==> src/rtl/alu_pkg.sv <==
package alu_pkg;
    typedef enum logic [3:0] {
        K_ADD,
        K_SUB,
        K_AND,
        K_OR,
        K_XOR,
        K_NOR,
        K_SLT,
        K_SLTU,
        K_SLL,
        K_SRL,
        K_SRA,
        K_LUI,
        K_BAD
    } op_kind_e;

    localparam logic [5:0] OPC_REG   = 6'b000000;
    localparam logic [5:0] OPC_ADDI  = 6'b001000;
    localparam logic [5:0] OPC_ADDIU = 6'b001001;
    localparam logic [5:0] OPC_SLTI  = 6'b001010;
    localparam logic [5:0] OPC_SLTIU = 6'b001011;
    localparam logic [5:0] OPC_ANDI  = 6'b001100;
    localparam logic [5:0] OPC_ORI   = 6'b001101;
    localparam logic [5:0] OPC_XORI  = 6'b001110;
    localparam logic [5:0] OPC_LUI   = 6'b001111;

    localparam logic [5:0] FN_SLL  = 6'b000000;
    localparam logic [5:0] FN_SRL  = 6'b000010;
    localparam logic [5:0] FN_SRA  = 6'b000011;
    localparam logic [5:0] FN_SLLV = 6'b000100;
    localparam logic [5:0] FN_SRLV = 6'b000110;
    localparam logic [5:0] FN_SRAV = 6'b000111;
    localparam logic [5:0] FN_ADD  = 6'b100000;
    localparam logic [5:0] FN_ADDU = 6'b100001;
    localparam logic [5:0] FN_SUB  = 6'b100010;
    localparam logic [5:0] FN_SUBU = 6'b100011;
    localparam logic [5:0] FN_AND  = 6'b100100;
    localparam logic [5:0] FN_OR   = 6'b100101;
    localparam logic [5:0] FN_XOR  = 6'b100110;
    localparam logic [5:0] FN_NOR  = 6'b100111;
    localparam logic [5:0] FN_SLT  = 6'b101010;
    localparam logic [5:0] FN_SLTU = 6'b101011;

    typedef struct packed {
        op_kind_e kind;
        logic     use_imm;
        logic     imm_sext;
        logic     trap_en;
        logic     var_shift;
    } dec_ctl_t;
endpackage

==> src/rtl/alu_decode.sv <==
module alu_decode
    import alu_pkg::*;
(
    input  logic [5:0] op_code,
    input  logic [5:0] fn_code,
    output dec_ctl_t   ctl
);
    always_comb begin
        ctl = '{kind: K_BAD, use_imm: 1'b0, imm_sext: 1'b0,
                trap_en: 1'b0, var_shift: 1'b0};
        unique case (op_code)
            OPC_REG: begin
                unique case (fn_code)
                    FN_SLL:  ctl.kind = K_SLL;
                    FN_SRL:  ctl.kind = K_SRL;
                    FN_SRA:  ctl.kind = K_SRA;
                    FN_SLLV: begin ctl.kind = K_SLL; ctl.var_shift = 1'b1; end
                    FN_SRLV: begin ctl.kind = K_SRL; ctl.var_shift = 1'b1; end
                    FN_SRAV: begin ctl.kind = K_SRA; ctl.var_shift = 1'b1; end
                    FN_ADD:  begin ctl.kind = K_ADD; ctl.trap_en = 1'b1; end
                    FN_ADDU: ctl.kind = K_ADD;
                    FN_SUB:  begin ctl.kind = K_SUB; ctl.trap_en = 1'b1; end
                    FN_SUBU: ctl.kind = K_SUB;
                    FN_AND:  ctl.kind = K_AND;
                    FN_OR:   ctl.kind = K_OR;
                    FN_XOR:  ctl.kind = K_XOR;
                    FN_NOR:  ctl.kind = K_NOR;
                    FN_SLT:  ctl.kind = K_SLT;
                    FN_SLTU: ctl.kind = K_SLTU;
                    default: ctl.kind = K_BAD;
                endcase
            end
            OPC_ADDI: begin
                ctl.kind = K_ADD; ctl.use_imm = 1'b1;
                ctl.imm_sext = 1'b1; ctl.trap_en = 1'b1;
            end
            OPC_ADDIU: begin
                ctl.kind = K_ADD; ctl.use_imm = 1'b1; ctl.imm_sext = 1'b1;
            end
            OPC_SLTI: begin
                ctl.kind = K_SLT; ctl.use_imm = 1'b1; ctl.imm_sext = 1'b1;
            end
            OPC_SLTIU: begin
                ctl.kind = K_SLTU; ctl.use_imm = 1'b1; ctl.imm_sext = 1'b1;
            end
            OPC_ANDI: begin ctl.kind = K_AND; ctl.use_imm = 1'b1; end
            OPC_ORI:  begin ctl.kind = K_OR;  ctl.use_imm = 1'b1; end
            OPC_XORI: begin ctl.kind = K_XOR; ctl.use_imm = 1'b1; end
            OPC_LUI:  begin ctl.kind = K_LUI; ctl.use_imm = 1'b1; end
            default:  ctl.kind = K_BAD;
        endcase
    end
endmodule

==> src/rtl/alu_addsub.sv <==
module alu_addsub #(
    parameter int DATA_W = 32
) (
    input  logic [DATA_W-1:0] a,
    input  logic [DATA_W-1:0] b,
    input  logic              sub,
    output logic [DATA_W-1:0] sum,
    output logic              ovf,
    output logic              lt_s,
    output logic              lt_u
);
    localparam int MSB = DATA_W - 1;

    logic [DATA_W-1:0] b_eff;
    logic [DATA_W:0]   wide;

    always_comb begin
        b_eff = sub ? ~b : b;
        wide  = {1'b0, a} + {1'b0, b_eff} + {{DATA_W{1'b0}}, sub};
        sum   = wide[MSB:0];
        ovf   = (a[MSB] == b_eff[MSB]) && (sum[MSB] != a[MSB]);
        lt_s  = sum[MSB] ^ ovf;
        lt_u  = ~wide[DATA_W];
    end
endmodule

==> src/rtl/alu_shift.sv <==
module alu_shift #(
    parameter int DATA_W = 32,
    parameter int SH_W   = $clog2(DATA_W)
) (
    input  logic [DATA_W-1:0] val,
    input  logic [SH_W-1:0]   amt,
    input  logic              dir_right,
    input  logic              arith,
    output logic [DATA_W-1:0] out
);
    logic              fill;
    logic [DATA_W-1:0] lstg [SH_W+1];
    logic [DATA_W-1:0] rstg [SH_W+1];

    assign fill    = arith & val[DATA_W-1];
    assign lstg[0] = val;
    assign rstg[0] = val;

    for (genvar i = 0; i < SH_W; i++) begin : g_stage
        localparam int STEP = 2 ** i;
        assign lstg[i+1] = amt[i] ? {lstg[i][DATA_W-1-STEP:0], {STEP{1'b0}}}
                                  : lstg[i];
        assign rstg[i+1] = amt[i] ? {{STEP{fill}}, rstg[i][DATA_W-1:STEP]}
                                  : rstg[i];
    end

    assign out = dir_right ? rstg[SH_W] : lstg[SH_W];
endmodule

==> src/rtl/int_exec_alu.sv <==
module int_exec_alu
    import alu_pkg::*;
#(
    parameter int DATA_W = 32,
    parameter int IMM_W  = 16,
    parameter int SH_W   = $clog2(DATA_W)
) (
    input  logic [5:0]        op_code,
    input  logic [5:0]        fn_code,
    input  logic [SH_W-1:0]   shamt,
    input  logic [DATA_W-1:0] rs_val,
    input  logic [DATA_W-1:0] rt_val,
    input  logic [IMM_W-1:0]  imm,
    output logic [DATA_W-1:0] result,
    output logic              ovf_trap,
    output logic              rsvd_instr
);
    localparam int PAD_W = DATA_W - IMM_W;

    dec_ctl_t          ctl;
    logic [DATA_W-1:0] imm_ext;
    logic [DATA_W-1:0] opnd_b;
    logic [DATA_W-1:0] sum;
    logic              raw_ovf;
    logic              lt_s;
    logic              lt_u;
    logic [SH_W-1:0]   sh_amt;
    logic [DATA_W-1:0] sh_out;
    logic              is_sub;

    alu_decode u_dec (
        .op_code (op_code),
        .fn_code (fn_code),
        .ctl     (ctl)
    );

    assign imm_ext = ctl.imm_sext ? {{PAD_W{imm[IMM_W-1]}}, imm}
                                  : {{PAD_W{1'b0}}, imm};
    assign opnd_b  = ctl.use_imm ? imm_ext : rt_val;
    assign is_sub  = (ctl.kind != K_ADD);

    alu_addsub #(.DATA_W(DATA_W)) u_add (
        .a    (rs_val),
        .b    (opnd_b),
        .sub  (is_sub),
        .sum  (sum),
        .ovf  (raw_ovf),
        .lt_s (lt_s),
        .lt_u (lt_u)
    );

    assign sh_amt = ctl.var_shift ? rs_val[SH_W-1:0] : shamt;

    alu_shift #(.DATA_W(DATA_W), .SH_W(SH_W)) u_shf (
        .val       (rt_val),
        .amt       (sh_amt),
        .dir_right (ctl.kind != K_SLL),
        .arith     (ctl.kind == K_SRA),
        .out       (sh_out)
    );

    always_comb begin
        result     = '0;
        ovf_trap   = 1'b0;
        rsvd_instr = 1'b0;
        unique case (ctl.kind)
            K_ADD, K_SUB: begin
                result   = sum;
                ovf_trap = ctl.trap_en & raw_ovf;
            end
            K_AND:  result = rs_val & opnd_b;
            K_OR:   result = rs_val | opnd_b;
            K_XOR:  result = rs_val ^ opnd_b;
            K_NOR:  result = ~(rs_val | opnd_b);
            K_SLT:  result = {{(DATA_W-1){1'b0}}, lt_s};
            K_SLTU: result = {{(DATA_W-1){1'b0}}, lt_u};
            K_SLL, K_SRL, K_SRA: result = sh_out;
            K_LUI:  result = {imm, {PAD_W{1'b0}}};
            default: rsvd_instr = 1'b1;
        endcase
    end
endmodule

==> config.mk <==
export PLATFORM = sky130hd
export DESIGN_NAME = int_exec_alu
export DESIGN_NICKNAME = d
export VERILOG_FILES = /design/src/rtl/alu_pkg.sv /design/src/rtl/alu_decode.sv /design/src/rtl/alu_addsub.sv /design/src/rtl/alu_shift.sv /design/src/rtl/int_exec_alu.sv
export SDC_FILE = /design/constraint.sdc
export NUM_CORES = 1
export LEC_CHECK = 0
export BUFFER_PORTS_ARGS = -buffer_cell sky130_fd_sc_hd__buf_2
export CELL_PAD_IN_SITES_DETAIL_PLACEMENT = 0
export CELL_PAD_IN_SITES_GLOBAL_PLACEMENT = 1
export CORE_MARGIN = 2
export CORE_UTILIZATION = 40
export DETAILED_ROUTE_END_ITERATION = 7
export PLACE_DENSITY = 0.78
export SETUP_SLACK_MARGIN = 0.2
export SYNTH_ARGS = -nofsm -noshare
export SYNTH_HDL_FRONTEND = slang
export SYNTH_SLANG_ARGS = --single-unit
==> constraint.sdc <==
create_clock -name vclk -period 6.35
set_clock_uncertainty 0.2 [all_clocks]
set_input_delay 0.9525 -clock vclk [all_inputs]
set_output_delay 0.9525 -clock vclk [all_outputs]
set_load 0.02 [all_outputs]
==> qor.csv <==
stage,metric,value,unit
grt,grt_max_degree,34,
grt,grt_pass1_vias,11000,
cells_and_area,drive_above_1_share,29.9,%
hold_path,min_path_type,primary input to primary output,
worst_setup_path,worstSetupEndpointType,primary output,
cells_and_area,antenna_cells,0,
floorplanning,coreArea,0.0226,mm2
place,place_congestion,1.01,
timing,setup_violations,0,
grt,grt_first_pass_wirelength,70800,um
cells_and_area,final_core_util,51.2,%
cells_and_area,nFillCells,2313,
detailed_routing,detail_route.drc_violations,0,
synthesis,synth_seq_area_share,0,%
grt,overflow,0,
worst_setup_path,cp_top_family,compound AO/OA/AOI/OAI gates,
detailed_routing,ant_nets,0,
floorplanning,fp.dieH,155,um
place,placed_area,0.0109,mm2
timing,rsz0062_at_grt,yes,
worst_setup_path,cp.required,5200,ps
worst_setup_path,crit_path_max_fanout,5,
cells_and_area,final_cells,1777,
run,drv_cap,0,
worst_setup_path,crit_buf_inv,7,
power_and_ir_drop,p_per_area,101,mW/mm2
worst_setup_path,crit_arrival,5070,ps
timing,hold_viol,0,
timing,slew_viol_final,0,
cells_and_area,syn_to_final_growth,26.4,%
floorplanning,ios,131,
power_and_ir_drop,p_leak,5.29,nW
cells_and_area,regArea,0,um2
place,dpl.hpwl,39300,um
worst_setup_path,slowest_stage,or3_4,
worst_setup_path,crit_top_cell,buf_4,
status,status,completed,
synthesis,syn_area_per_cell,7.20,um2
timing,tightest_slew,930,ps
detailed_routing,drt-wirelength-per-cell,27.2,um
power_and_ir_drop,irDropWorstVdd,0.0000564,V
floorplanning,fp.dieW,155,um
place,place_inst,1758,
synthesis,syn_inst,1271,
worst_setup_path,cp_cell_sequence,"buf_6, or3_4, a2111oi_4, o211ai_1, nand2_2, buf_6, buf_16, xnor2_2, ha_1, nand4_1, nor3_2, o211ai_1, buf_4, a21o_1, o311a_1, buf_4, o21a_1, buf_4, xor2_1, o211ai_1, buf_4",
cells_and_area,nNetsFinal,1688,
synthesis,syn-num-nets,1465,
cells_and_area,final_cell_mix,"183 x buf_4, 135 x nand2_1, 118 x buf_2, 109 x mux2i_1, 93 x ha_1",
clock_network,hold_buffers,0,
detailed_routing,drt-pass1-iter-count,8,
synthesis,yosysWarnings,0,
timing,fin_crit_sh,98.1,%
power_and_ir_drop,power,1.17,mW
detailed_routing,routed_via_density,6.56,
cells_and_area,fin_area,0.0116,mm2
worst_setup_path,startpoint_type,primary input,
synthesis,yosysUniqueCellTypes,95,
timing,slew_headroom,37.8,%
timing,min_period,6230,ps
timing,max_freq,0.161,GHz
detailed_routing,routed-via-count,11700,
grt,grt_use_total,38.6,%
cells_and_area,mostFrequentLayoutCell,buf_4,
floorplanning,start_util,40.5,%
cells_and_area,seq_cells,0,
cells_and_area,clock_buffers,0,
detailed_routing,drt_iter0_markers,1335,
floorplanning,rows,55,
place,portBuffers,131,
synthesis,synth_area,0.00915,mm2
worst_setup_path,max_stage_delay,410,ps
floorplanning,die_area,0.0241,mm2
worst_setup_path,critPathKind,primary input to primary output,
grt,antenna_found_initial,0,
detailed_routing,routed_wl,48300,um
==> worst min-delay path, delay by kind of cell <==
family                    cells  cell delay [ps]
xor gates and xnor gates      1              140
and+or+nand+nor               1               40
buffers and inverters         2              290
==> area by class of cell <==
class | instances | area, um2 | share of cell area, %
timing repair buffer | 317 | 2200 | 19.0
inverter | 77 | 289 | 2.50
tap | 285 | 357 | 3.08
multi-input combinational | 1098 | 8720 | 75.4
==> metal layers <==
| metal | wire length [um] | GRT usage (%) | up-vias |
|---|---|---|---|
| li1 | - | - | 5308 |
| met1 | 20900 | 53.2 | 5636 |
| met2 | 21500 | 62.3 | 594 |
| met3 | 3610 | 3.87 | 114 |
| met4 | 2300 | 14.8 | 0 |
| met5 | 0 | 0 | - |
==> cells by family after synthesis <==
family,synth area share (%)
mux,18.3
compound gates,35.5
fa+ha+maj,13.3
xor+xnor,5.26
buf+inv,9.05
simple gates,18.6
==> Yosys cell counts, types with 8 or more instances <==
cell	instances	area, um2
a22oi_1	36	270
inv_1	77	289
nand4_1	13	81.3
a31oi_1	12	75.1
a21oi_1	94	470
buf_4	9	67.6
a21o_1	16	120
o211ai_1	33	248
buf_6	9	101
buf_2	22	110
mux2i_1	110	1100
nand3_1	32	160
o221ai_1	8	70.1
nand2b_1	9	56.3
nor3_1	26	130
o21a_1	9	67.6
a221oi_1	23	201
a211oi_1	16	120
a222oi_1	10	100
or3_1	10	62.6
nand2_1	136	510
clkbuf_1	47	176
and3_1	8	50.1
o211a_1	11	110
xnor2_1	45	394
ha_1	96	1200
nor4_1	8	50.1
nor2_1	78	293
xor2_1	10	87.6
mux2_2	9	101
o22ai_1	15	93.8
o21ai_0	63	315
mux4_2	13	293
==> repair_timing <==
| action | in CTS | in global routing |
|---|---|---|
| gates cloned | 1 | 0 |
| setup buffers | 8 | 10 |
| setup endpoints to repair | 9 | 18 |
| pin swaps | 8 | 43 |
| resized for setup | 15 | 83 |
==> final timing paths <==
path	startpoint	end	slack [ps]	cells past startpoint
hold / removal	rs_val[31]	ovf_trap	2180	4
setup / recovery	op_code[2]	result[28]	120	21
==> metrics by stage <==
stage               setup TNS, ps  hold WS (ps)  setup WS (ps)
floorplan                       0          1860            168
global placement             -232          2180           -114
detailed placement          -90.8          2180          -68.8
CTS                             0          2180            201
global route                -75.7          2210          -33.0
finish                          0          2180            123
==> power by group <==
group / leakage (nW) / switching (mW) / total (mW) / internal (mW)
Combinational: 5.29 / 0.698 / 1.17 / 0.470
Sequential: 0 / 0 / 0 / 0
Clock: 0 / 0 / 0 / 0
Total: 5.29 / 0.698 / 1.17 / 0.470
Note: power is estimated with default switching activity, not from simulation.
